===== src/rtl/keyvault_pkg.sv =====
package keyvault_pkg;

    typedef enum logic [1:0] {
        ST_AWAIT = 2'd0,
        ST_CLEAR = 2'd1,
        ST_KEY   = 2'd2,
        ST_RUN   = 2'd3
    } kv_state_e;

endpackage


===== src/rtl/keyvault_seq.sv =====
module keyvault_seq
    import keyvault_pkg::*;
#(
    parameter int CLEAR_CYC = 8,
    localparam int CNT_W = (CLEAR_CYC > 1) ? $clog2(CLEAR_CYC) : 1
) (
    input  logic      clk,
    input  logic      rst_n,
    input  logic      enter_i,
    input  logic      exit_i,
    input  logic      prog_i,
    input  logic      cfg_done_i,
    input  logic      cfg_enc_i,
    input  logic      load_refused_i,
    output kv_state_e state_o,
    output logic      locked_o,
    output logic      err_o
);

    typedef struct packed {
        kv_state_e        st;
        logic [CNT_W-1:0] cnt;
        logic             locked;
        logic             err;
    } seq_t;

    seq_t seq_d, seq_q;

    always_comb begin
        seq_d = seq_q;
        if (load_refused_i) begin
            seq_d.err = 1'b1;
        end
        unique case (seq_q.st)
            ST_AWAIT: begin
                if (prog_i) begin
                    seq_d.locked = 1'b0;
                end else if (enter_i) begin
                    seq_d.st     = ST_CLEAR;
                    seq_d.cnt    = CNT_W'(CLEAR_CYC - 1);
                    seq_d.locked = 1'b0;
                end else if (cfg_done_i) begin
                    seq_d.st     = ST_RUN;
                    seq_d.locked = cfg_enc_i;
                end
            end
            ST_RUN: begin
                if (prog_i) begin
                    seq_d.st     = ST_AWAIT;
                    seq_d.locked = 1'b0;
                end else if (enter_i) begin
                    seq_d.st     = ST_CLEAR;
                    seq_d.cnt    = CNT_W'(CLEAR_CYC - 1);
                    seq_d.locked = 1'b0;
                end
            end
            ST_CLEAR: begin
                if (seq_q.cnt == '0) begin
                    seq_d.st = ST_KEY;
                end else begin
                    seq_d.cnt = seq_q.cnt - 1'b1;
                end
            end
            ST_KEY: begin
                if (enter_i) begin
                    seq_d.st  = ST_CLEAR;
                    seq_d.cnt = CNT_W'(CLEAR_CYC - 1);
                end else if (exit_i) begin
                    seq_d.st = ST_AWAIT;
                end
            end
            default: seq_d.st = ST_AWAIT;
        endcase
    end

    always_ff @(posedge clk or negedge rst_n) begin
        if (!rst_n) begin
            seq_q <= '{st: ST_AWAIT, cnt: '0, locked: 1'b0, err: 1'b0};
        end else begin
            seq_q <= seq_d;
        end
    end

    assign state_o  = seq_q.st;
    assign locked_o = seq_q.locked;
    assign err_o    = seq_q.err;

    // key-ready state is only reached through the wipe state
    a_r2_key_via_clear: assert property (@(posedge clk) disable iff (!rst_n)
        (seq_q.st == ST_KEY && $past(seq_q.st) != ST_KEY) |-> $past(seq_q.st) == ST_CLEAR);

    // refused-load error never drops without a power-on reset
    a_r8_err_sticky: assert property (@(posedge clk) disable iff (!rst_n)
        seq_q.err |=> seq_q.err);

    // the lock exists only while a design is configured
    a_r6_lock_in_run: assert property (@(posedge clk) disable iff (!rst_n)
        seq_q.locked |-> seq_q.st == ST_RUN);

endmodule


===== src/rtl/keyvault_keywr.sv =====
module keyvault_keywr #(
    parameter int KEY_W         = 56,
    parameter int BANKS         = 2,
    parameter int KEYS_PER_BANK = 3,
    parameter int BANK_W        = 1,
    parameter int IDX_W         = 2,
    localparam int SEL_W = BANK_W + IDX_W
) (
    input  logic             clk,
    input  logic             rst_n,
    input  logic             load_i,
    input  logic             ready_i,
    input  logic [SEL_W-1:0] sel_i,
    input  logic [KEY_W-1:0] data_i,
    output logic             refused_o,
    output logic             we_o,
    output logic [SEL_W-1:0] addr_o,
    output logic [KEY_W-1:0] wdata_o
);

    typedef struct packed {
        logic             we;
        logic [SEL_W-1:0] addr;
        logic [KEY_W-1:0] data;
    } wr_t;

    wr_t  wr_d, wr_q;
    logic addr_ok;

    always_comb begin
        addr_ok = (int'(sel_i[IDX_W-1:0]) < KEYS_PER_BANK)
               && (int'(sel_i[SEL_W-1:IDX_W]) < BANKS);
        refused_o = load_i && !(ready_i && addr_ok);
        wr_d      = wr_q;
        wr_d.we   = load_i && ready_i && addr_ok;
        if (load_i) begin
            wr_d.addr = sel_i;
            wr_d.data = data_i;
        end
    end

    always_ff @(posedge clk or negedge rst_n) begin
        if (!rst_n) begin
            wr_q <= '0;
        end else begin
            wr_q <= wr_d;
        end
    end

    assign we_o    = wr_q.we;
    assign addr_o  = wr_q.addr;
    assign wdata_o = wr_q.data;

    // a write follows a cycle in which key mode was ready
    a_r3_we_after_ready: assert property (@(posedge clk) disable iff (!rst_n)
        wr_q.we |-> $past(ready_i));

endmodule


===== src/rtl/keyvault_rdbk.sv =====
module keyvault_rdbk #(
    parameter int DATA_W = 32
) (
    input  logic              clk,
    input  logic              rst_n,
    input  logic              req_i,
    input  logic              allow_i,
    input  logic [DATA_W-1:0] mem_data_i,
    output logic              mem_req_o,
    output logic [DATA_W-1:0] data_o,
    output logic              denied_o
);

    typedef struct packed {
        logic [DATA_W-1:0] data;
        logic              denied;
    } rb_t;

    rb_t rb_d, rb_q;

    always_comb begin
        mem_req_o = req_i && allow_i;
        rb_d.data   = mem_req_o ? mem_data_i : '0;
        rb_d.denied = req_i && !allow_i;
    end

    always_ff @(posedge clk or negedge rst_n) begin
        if (!rst_n) begin
            rb_q <= '0;
        end else begin
            rb_q <= rb_d;
        end
    end

    assign data_o   = rb_q.data;
    assign denied_o = rb_q.denied;

    // a denied answer carries no data
    a_r9_denied_zero: assert property (@(posedge clk) disable iff (!rst_n)
        rb_q.denied |-> rb_q.data == '0);

    // a denied answer never follows a request that went to memory
    a_r9_denied_no_req: assert property (@(posedge clk) disable iff (!rst_n)
        rb_q.denied |-> !$past(mem_req_o));

endmodule


===== src/rtl/keyvault_mode_ctrl.sv =====
module keyvault_mode_ctrl
    import keyvault_pkg::*;
#(
    parameter int KEY_W         = 56,
    parameter int BANKS         = 2,
    parameter int KEYS_PER_BANK = 3,
    parameter int CLEAR_CYC     = 8,
    parameter int RB_W          = 32,
    localparam int BANK_W = (BANKS > 1) ? $clog2(BANKS) : 1,
    localparam int IDX_W  = (KEYS_PER_BANK > 1) ? $clog2(KEYS_PER_BANK) : 1,
    localparam int SEL_W  = BANK_W + IDX_W
) (
    input  logic             clk,
    input  logic             rst_n,
    input  logic             enter_key_i,
    input  logic             load_key_i,
    input  logic             exit_key_i,
    input  logic             rdbk_req_i,
    input  logic             prog_i,
    input  logic             cfg_done_i,
    input  logic             cfg_enc_i,
    input  logic [SEL_W-1:0] key_sel_i,
    input  logic [KEY_W-1:0] key_data_i,
    input  logic [RB_W-1:0]  rdbk_mem_data_i,
    output logic             key_we_o,
    output logic [SEL_W-1:0] key_addr_o,
    output logic [KEY_W-1:0] key_wdata_o,
    output logic             key_clear_o,
    output logic             cfg_clear_o,
    output logic             key_mode_o,
    output logic             key_ready_o,
    output logic             rdbk_allow_o,
    output logic             partial_allow_o,
    output logic             rdbk_mem_req_o,
    output logic [RB_W-1:0]  rdbk_data_o,
    output logic             rdbk_denied_o,
    output logic             load_err_o
);

    kv_state_e state;
    logic      locked;
    logic      refused;

    keyvault_seq #(.CLEAR_CYC(CLEAR_CYC)) u_seq (
        .clk            (clk),
        .rst_n          (rst_n),
        .enter_i        (enter_key_i),
        .exit_i         (exit_key_i),
        .prog_i         (prog_i),
        .cfg_done_i     (cfg_done_i),
        .cfg_enc_i      (cfg_enc_i),
        .load_refused_i (refused),
        .state_o        (state),
        .locked_o       (locked),
        .err_o          (load_err_o)
    );

    always_comb begin
        key_ready_o     = (state == ST_KEY);
        key_clear_o     = (state == ST_CLEAR);
        cfg_clear_o     = (state == ST_CLEAR);
        key_mode_o      = (state == ST_CLEAR) || (state == ST_KEY);
        rdbk_allow_o    = (state == ST_RUN) && !locked;
        partial_allow_o = (state == ST_RUN) && !locked;
    end

    keyvault_keywr #(
        .KEY_W         (KEY_W),
        .BANKS         (BANKS),
        .KEYS_PER_BANK (KEYS_PER_BANK),
        .BANK_W        (BANK_W),
        .IDX_W         (IDX_W)
    ) u_keywr (
        .clk       (clk),
        .rst_n     (rst_n),
        .load_i    (load_key_i),
        .ready_i   (key_ready_o),
        .sel_i     (key_sel_i),
        .data_i    (key_data_i),
        .refused_o (refused),
        .we_o      (key_we_o),
        .addr_o    (key_addr_o),
        .wdata_o   (key_wdata_o)
    );

    keyvault_rdbk #(.DATA_W(RB_W)) u_rdbk (
        .clk        (clk),
        .rst_n      (rst_n),
        .req_i      (rdbk_req_i),
        .allow_i    (rdbk_allow_o),
        .mem_data_i (rdbk_mem_data_i),
        .mem_req_o  (rdbk_mem_req_o),
        .data_o     (rdbk_data_o),
        .denied_o   (rdbk_denied_o)
    );

    // no key write lands while the stores are being wiped
    a_r2_clear_no_write: assert property (@(posedge clk) disable iff (!rst_n)
        key_clear_o |-> !key_we_o);

    // memory is never asked for data while readback is forbidden
    a_r6_no_req_locked: assert property (@(posedge clk) disable iff (!rst_n)
        !rdbk_allow_o |-> !rdbk_mem_req_o);

endmodule


===== config.mk =====
export PLATFORM = sky130hd
export DESIGN_NAME = keyvault_mode_ctrl
export DESIGN_NICKNAME = d
export VERILOG_FILES = /design/src/rtl/keyvault_pkg.sv /design/src/rtl/keyvault_seq.sv /design/src/rtl/keyvault_keywr.sv /design/src/rtl/keyvault_rdbk.sv /design/src/rtl/keyvault_mode_ctrl.sv
export SDC_FILE = /design/constraint.sdc
export NUM_CORES = 1
export LEC_CHECK = 0
export BUFFER_PORTS_ARGS = -buffer_cell sky130_fd_sc_hd__buf_4
export CAP_MARGIN = 20
export CORE_ASPECT_RATIO = 1.1
export CORE_MARGIN = 10
export CORE_UTILIZATION = 45
export CTS_CLUSTER_DIAMETER = 80
export DETAILED_ROUTE_END_ITERATION = 10
export GPL_ROUTABILITY_DRIVEN = 0
export PLACE_DENSITY = 0.89
export SETUP_SLACK_MARGIN = 0.1
export SYNTH_ARGS = -nofsm -noshare
export SYNTH_HDL_FRONTEND = slang
export SYNTH_SLANG_ARGS = --single-unit

===== constraint.sdc =====
create_clock -name clk -period 1.86 [get_ports clk]
set_clock_uncertainty 0.15 [all_clocks]
set_input_delay 0.093 -clock clk [delete_from_list [all_inputs] [get_ports clk]]
set_output_delay 0.093 -clock clk [all_outputs]
set_load 0.005 [all_outputs]

==> results.py <==
metrics = {
    "routing": {
        "antenna_left": 0,
        "drt_iter0_markers": 136,
        "post-route-drc-count": 0,
        "wl_per_cell_um": 20.9,
        "drt_wl_total_um": 14400,
        "dr.pass1.iters": 4,
        "vias": 3450,
        "via_per_inst": 5.01,
    },
    "synth": {
        "synth-main-ff-cell": "dfrtp_1",
        "syn_area_um2": 3880,
        "synth_top_area_cell": "dfrtp_1",
        "netlist.area_leader.share_pct": 64.4,
        "syn_avg_cell_area_um2": 14.4,
        "ys_warn_count": 0,
        "ys_types": 33,
        "synth_edf_count": 0,
        "syn-num-nets": 376,
        "ys_seq_area_share_pct": 64.4,
        "synth_cells": 269,
        "synth_area_leaders": "dfrtp_1 64%, mux2_2 17%, and3_1 5.3%",
        "ys_ff_latch": 100,
        "synthArstFlopShare_pct": 100,
    },
    "power": {
        "p_clk_share_pct": 20.9,
        "power_frac_seq_pct": 42.5,
        "p_int_w": 0.00430,
        "p_per_area_nw_per_um2": 925,
        "netSwitchingFraction_pct": 31.5,
        "p_leak_nw": 3.41,
        "p_switching_w": 0.00198,
        "comb_power_share_pct": 36.6,
        "ir_worst_vdd_mv": 0.876,
    },
    "floorplan": {
        "pin_count": 201,
        "die_h_um": 117,
        "core_um2": 8410,
        "die_w_um": 109,
        "dieArea_um2": 12800,
        "row_count": 35,
        "initial_core_util_pct": 46.2,
    },
    "clocking": {
        "cts_tree": "built",
        "cts_buffers": 9,
        "clock_latency_ns": 0.35,
        "h-tree-depth": 3,
        "clock_path_buffers": 2,
        "cts-root-buf": "clkbuf_8",
        "clk_pin_slew_ns": 0.10,
        "numClockSinks": 100,
    },
    "sta": {
        "finalHoldViolations": 0,
        "fin_tns_setup_ns": -0.0119,
        "drv_slew": 0,
        "postLayoutSetupSlackWorst_ns": -0.0119,
        "slew_headroom_pct": 63.2,
        "rsz0062_at_grt": "yes",
        "layout_min_cycle_time_ns": 1.87,
        "worst-slew-pin-transition_ns": 0.550,
        "max_freq_mhz": 534,
        "setup_viol": 1,
        "min_period_over_period_pct": 101,
    },
    "min_path": {
        "hold_path.class": "in2async",
    },
    "critical_path": {
        "crit_chain": "inv_2 > buf_4 > ha_4 > buf_4 > o22ai_1 > o21ai_0 > a21oi_1 > a21oi_1",
        "critPathMaxFanout": 8,
        "crit_arrival_ns": 1.96,
        "path_buf_inv": 3,
        "cp_slowest_stage_delay_ns": 0.45,
        "path_class": "reg2reg",
        "path_delay_family": "compound AO/OA/AOI/OAI gates",
        "worst_path_max_delay_cell": "dfrtp_1",
        "r2r_slack_ns": -0.01,
        "crit_path_end_kind": "register",
        "required_ns": 1.95,
        "worstSetupStartpointType": "register",
    },
    "grt": {
        "grt_max_degree": 62,
        "track_usage_pct": 21.7,
        "gr-total-overflow": 0,
        "grt_pass1_wl_um": 21900,
        "grt_pass1_vias": 3859,
        "antenna_found_initial": 1,
    },
    "placement": {
        "place_ws_ns": 0.107,
        "io_buffers": 200,
        "place_hpwl_um": 8720,
    },
    "layout": {
        "drive_gt1_share_pct": 51.5,
        "nNetsFinal": 680,
        "area_delta_synth_final_pct": 74.7,
    },
    "run": {
        "drv_cap": 0,
    },
    "status": {
        "status": "finished with violations",
        "violations": "negative setup slack",
    },
}
==> cells by family after synthesis <==
group	Yosys count	synth area share, %
AOI/OAI and AO/OA	27	4.93
buffers and inverters	25	3.00
and+or+nand+nor	48	7.50
muxes	62	17.9
adders and majority gates	7	2.25
DFF	100	64.4
==> worst reg2reg max path: cells and delay by family, from the launching register on <==
kind / cells / cell delay, ns
compound gates: 4 / 0.56
buf+inv: 3 / 0.41
fa+ha+maj: 1 / 0.19
flops: 1 / 0.45
==> cell usage after synthesis, drive strengths merged, types with 3 or more instances <==
| library cell | n |
|---|---|
| a21oi | 7 |
| ha | 7 |
| a22oi | 3 |
| buf | 14 |
| mux2 | 60 |
| nand2 | 3 |
| nor2 | 4 |
| o21ai | 5 |
| nor2b | 4 |
| dfrtp | 100 |
| inv | 8 |
| clkbuf | 3 |
| and3 | 33 |
==> through the flow <==
step                hold WS (ns)  power, W  cell area [um^2]  std cells  utilization [%]
floorplan                 -0.353   0.00359              3880        269                -
global placement          -0.154   0.00447              5520        569             65.7
finish                     0.149   0.00628              6790        689             80.7
CTS                        0.119   0.00607              6730        685             80.0
detailed placement        -0.155   0.00455              5520        569             65.7
global route               0.140   0.00661              6790        689             80.7
==> power groups by stage <==
stage               combinational [W]  clock [W]  sequential (W)
detailed placement            0.00188          0         0.00267
finish                        0.00230    0.00131         0.00267
CTS                           0.00210    0.00133         0.00263
global route                  0.00246    0.00146         0.00270
global placement              0.00182          0         0.00265
floorplan                    0.000932          0         0.00266
==> sequential cells by signal, indices dropped and copies added, names as in the netlist <==
name             cells
u_seq.err_o          1
u_seq.seq_q          3
u_keywr.addr_o       3
u_rdbk.data_o       32
u_keywr.wdata_o     56
u_seq.state_o        2
u_keywr.we_o         1
u_seq.locked_o       1
u_rdbk.denied_o      1
==> per-layer routing <==
layer / global-route usage, % / wire length (um) / share of wire (%)
met1: 22.9 / 5150 / 36
met2: 39.6 / 7730 / 54
met3: 8.16 / 1380 / 9.5
met4: 4.29 / 184 / 1.3
met5: 0 / 0 / 0
==> cells in the final DEF (no fill, tap or decap), types with 2 or more instances in the layout <==
| cell | synthesis | layout |
|---|---|---|
| nand2_1 | 3 | 3 |
| and3_1 | 33 | 33 |
| inv_6 | 0 | 2 |
| inv_1 | 7 | 6 |
| dlygate4sd3_1 | 0 | 99 |
| a22oi_1 | 3 | 2 |
| inv_2 | 1 | 2 |
| mux2_2 | 60 | 60 |
| buf_12 | 0 | 3 |
| clkbuf_8 | 0 | 10 |
| nor2_1 | 3 | 3 |
| o211ai_1 | 2 | 2 |
| nand2b_1 | 2 | 2 |
| nor2b_1 | 4 | 3 |
| a21oi_1 | 6 | 6 |
| buf_4 | 2 | 208 |
| mux2i_1 | 2 | 2 |
| dfrtp_1 | 100 | 99 |
| ha_4 | 0 | 3 |
| o21ai_0 | 4 | 4 |
| ha_1 | 7 | 4 |
==> layout make-up <==
| class | count | area, um^2 |
|---|---|---|
| repair buffers | 310 | 2610 |
| flip-flops and latches | 100 | 2500 |
| fillers | 434 | 1620 |
| multi-input cells | 144 | 1320 |
| well taps | 111 | 139 |
| clock buffers | 10 | 138 |
| clock inverters | 5 | 45.0 |
| inverters | 8 | 30.0 |
| diodes | 1 | 2.50 |
==> worst paths after layout <==
kind,start,to,cells after the start
max,u_seq.state_o[1],u_seq.seq_q[4],8
min,rst_n,u_keywr.wdata_o[35],3
max reg2reg,u_seq.state_o[1],u_seq.seq_q[4],8
min reg2reg,u_seq.err_o,u_seq.err_o,1
max in group asynchronous,rst_n,u_keywr.wdata_o[40],3
min in group clk,exit_key_i,u_seq.state_o[0],5
==> what timing repair did <==
item                       in CTS  in global routing
setup buffers                   2                  3
hold endpoints to repair      200                  0
pin swaps                       1                  5
gates resized for setup         3                  8
gates cloned                    0                  0
setup endpoints to repair       4                  6
hold buffers                   99                  0
(Power assumes the default switching activity.)
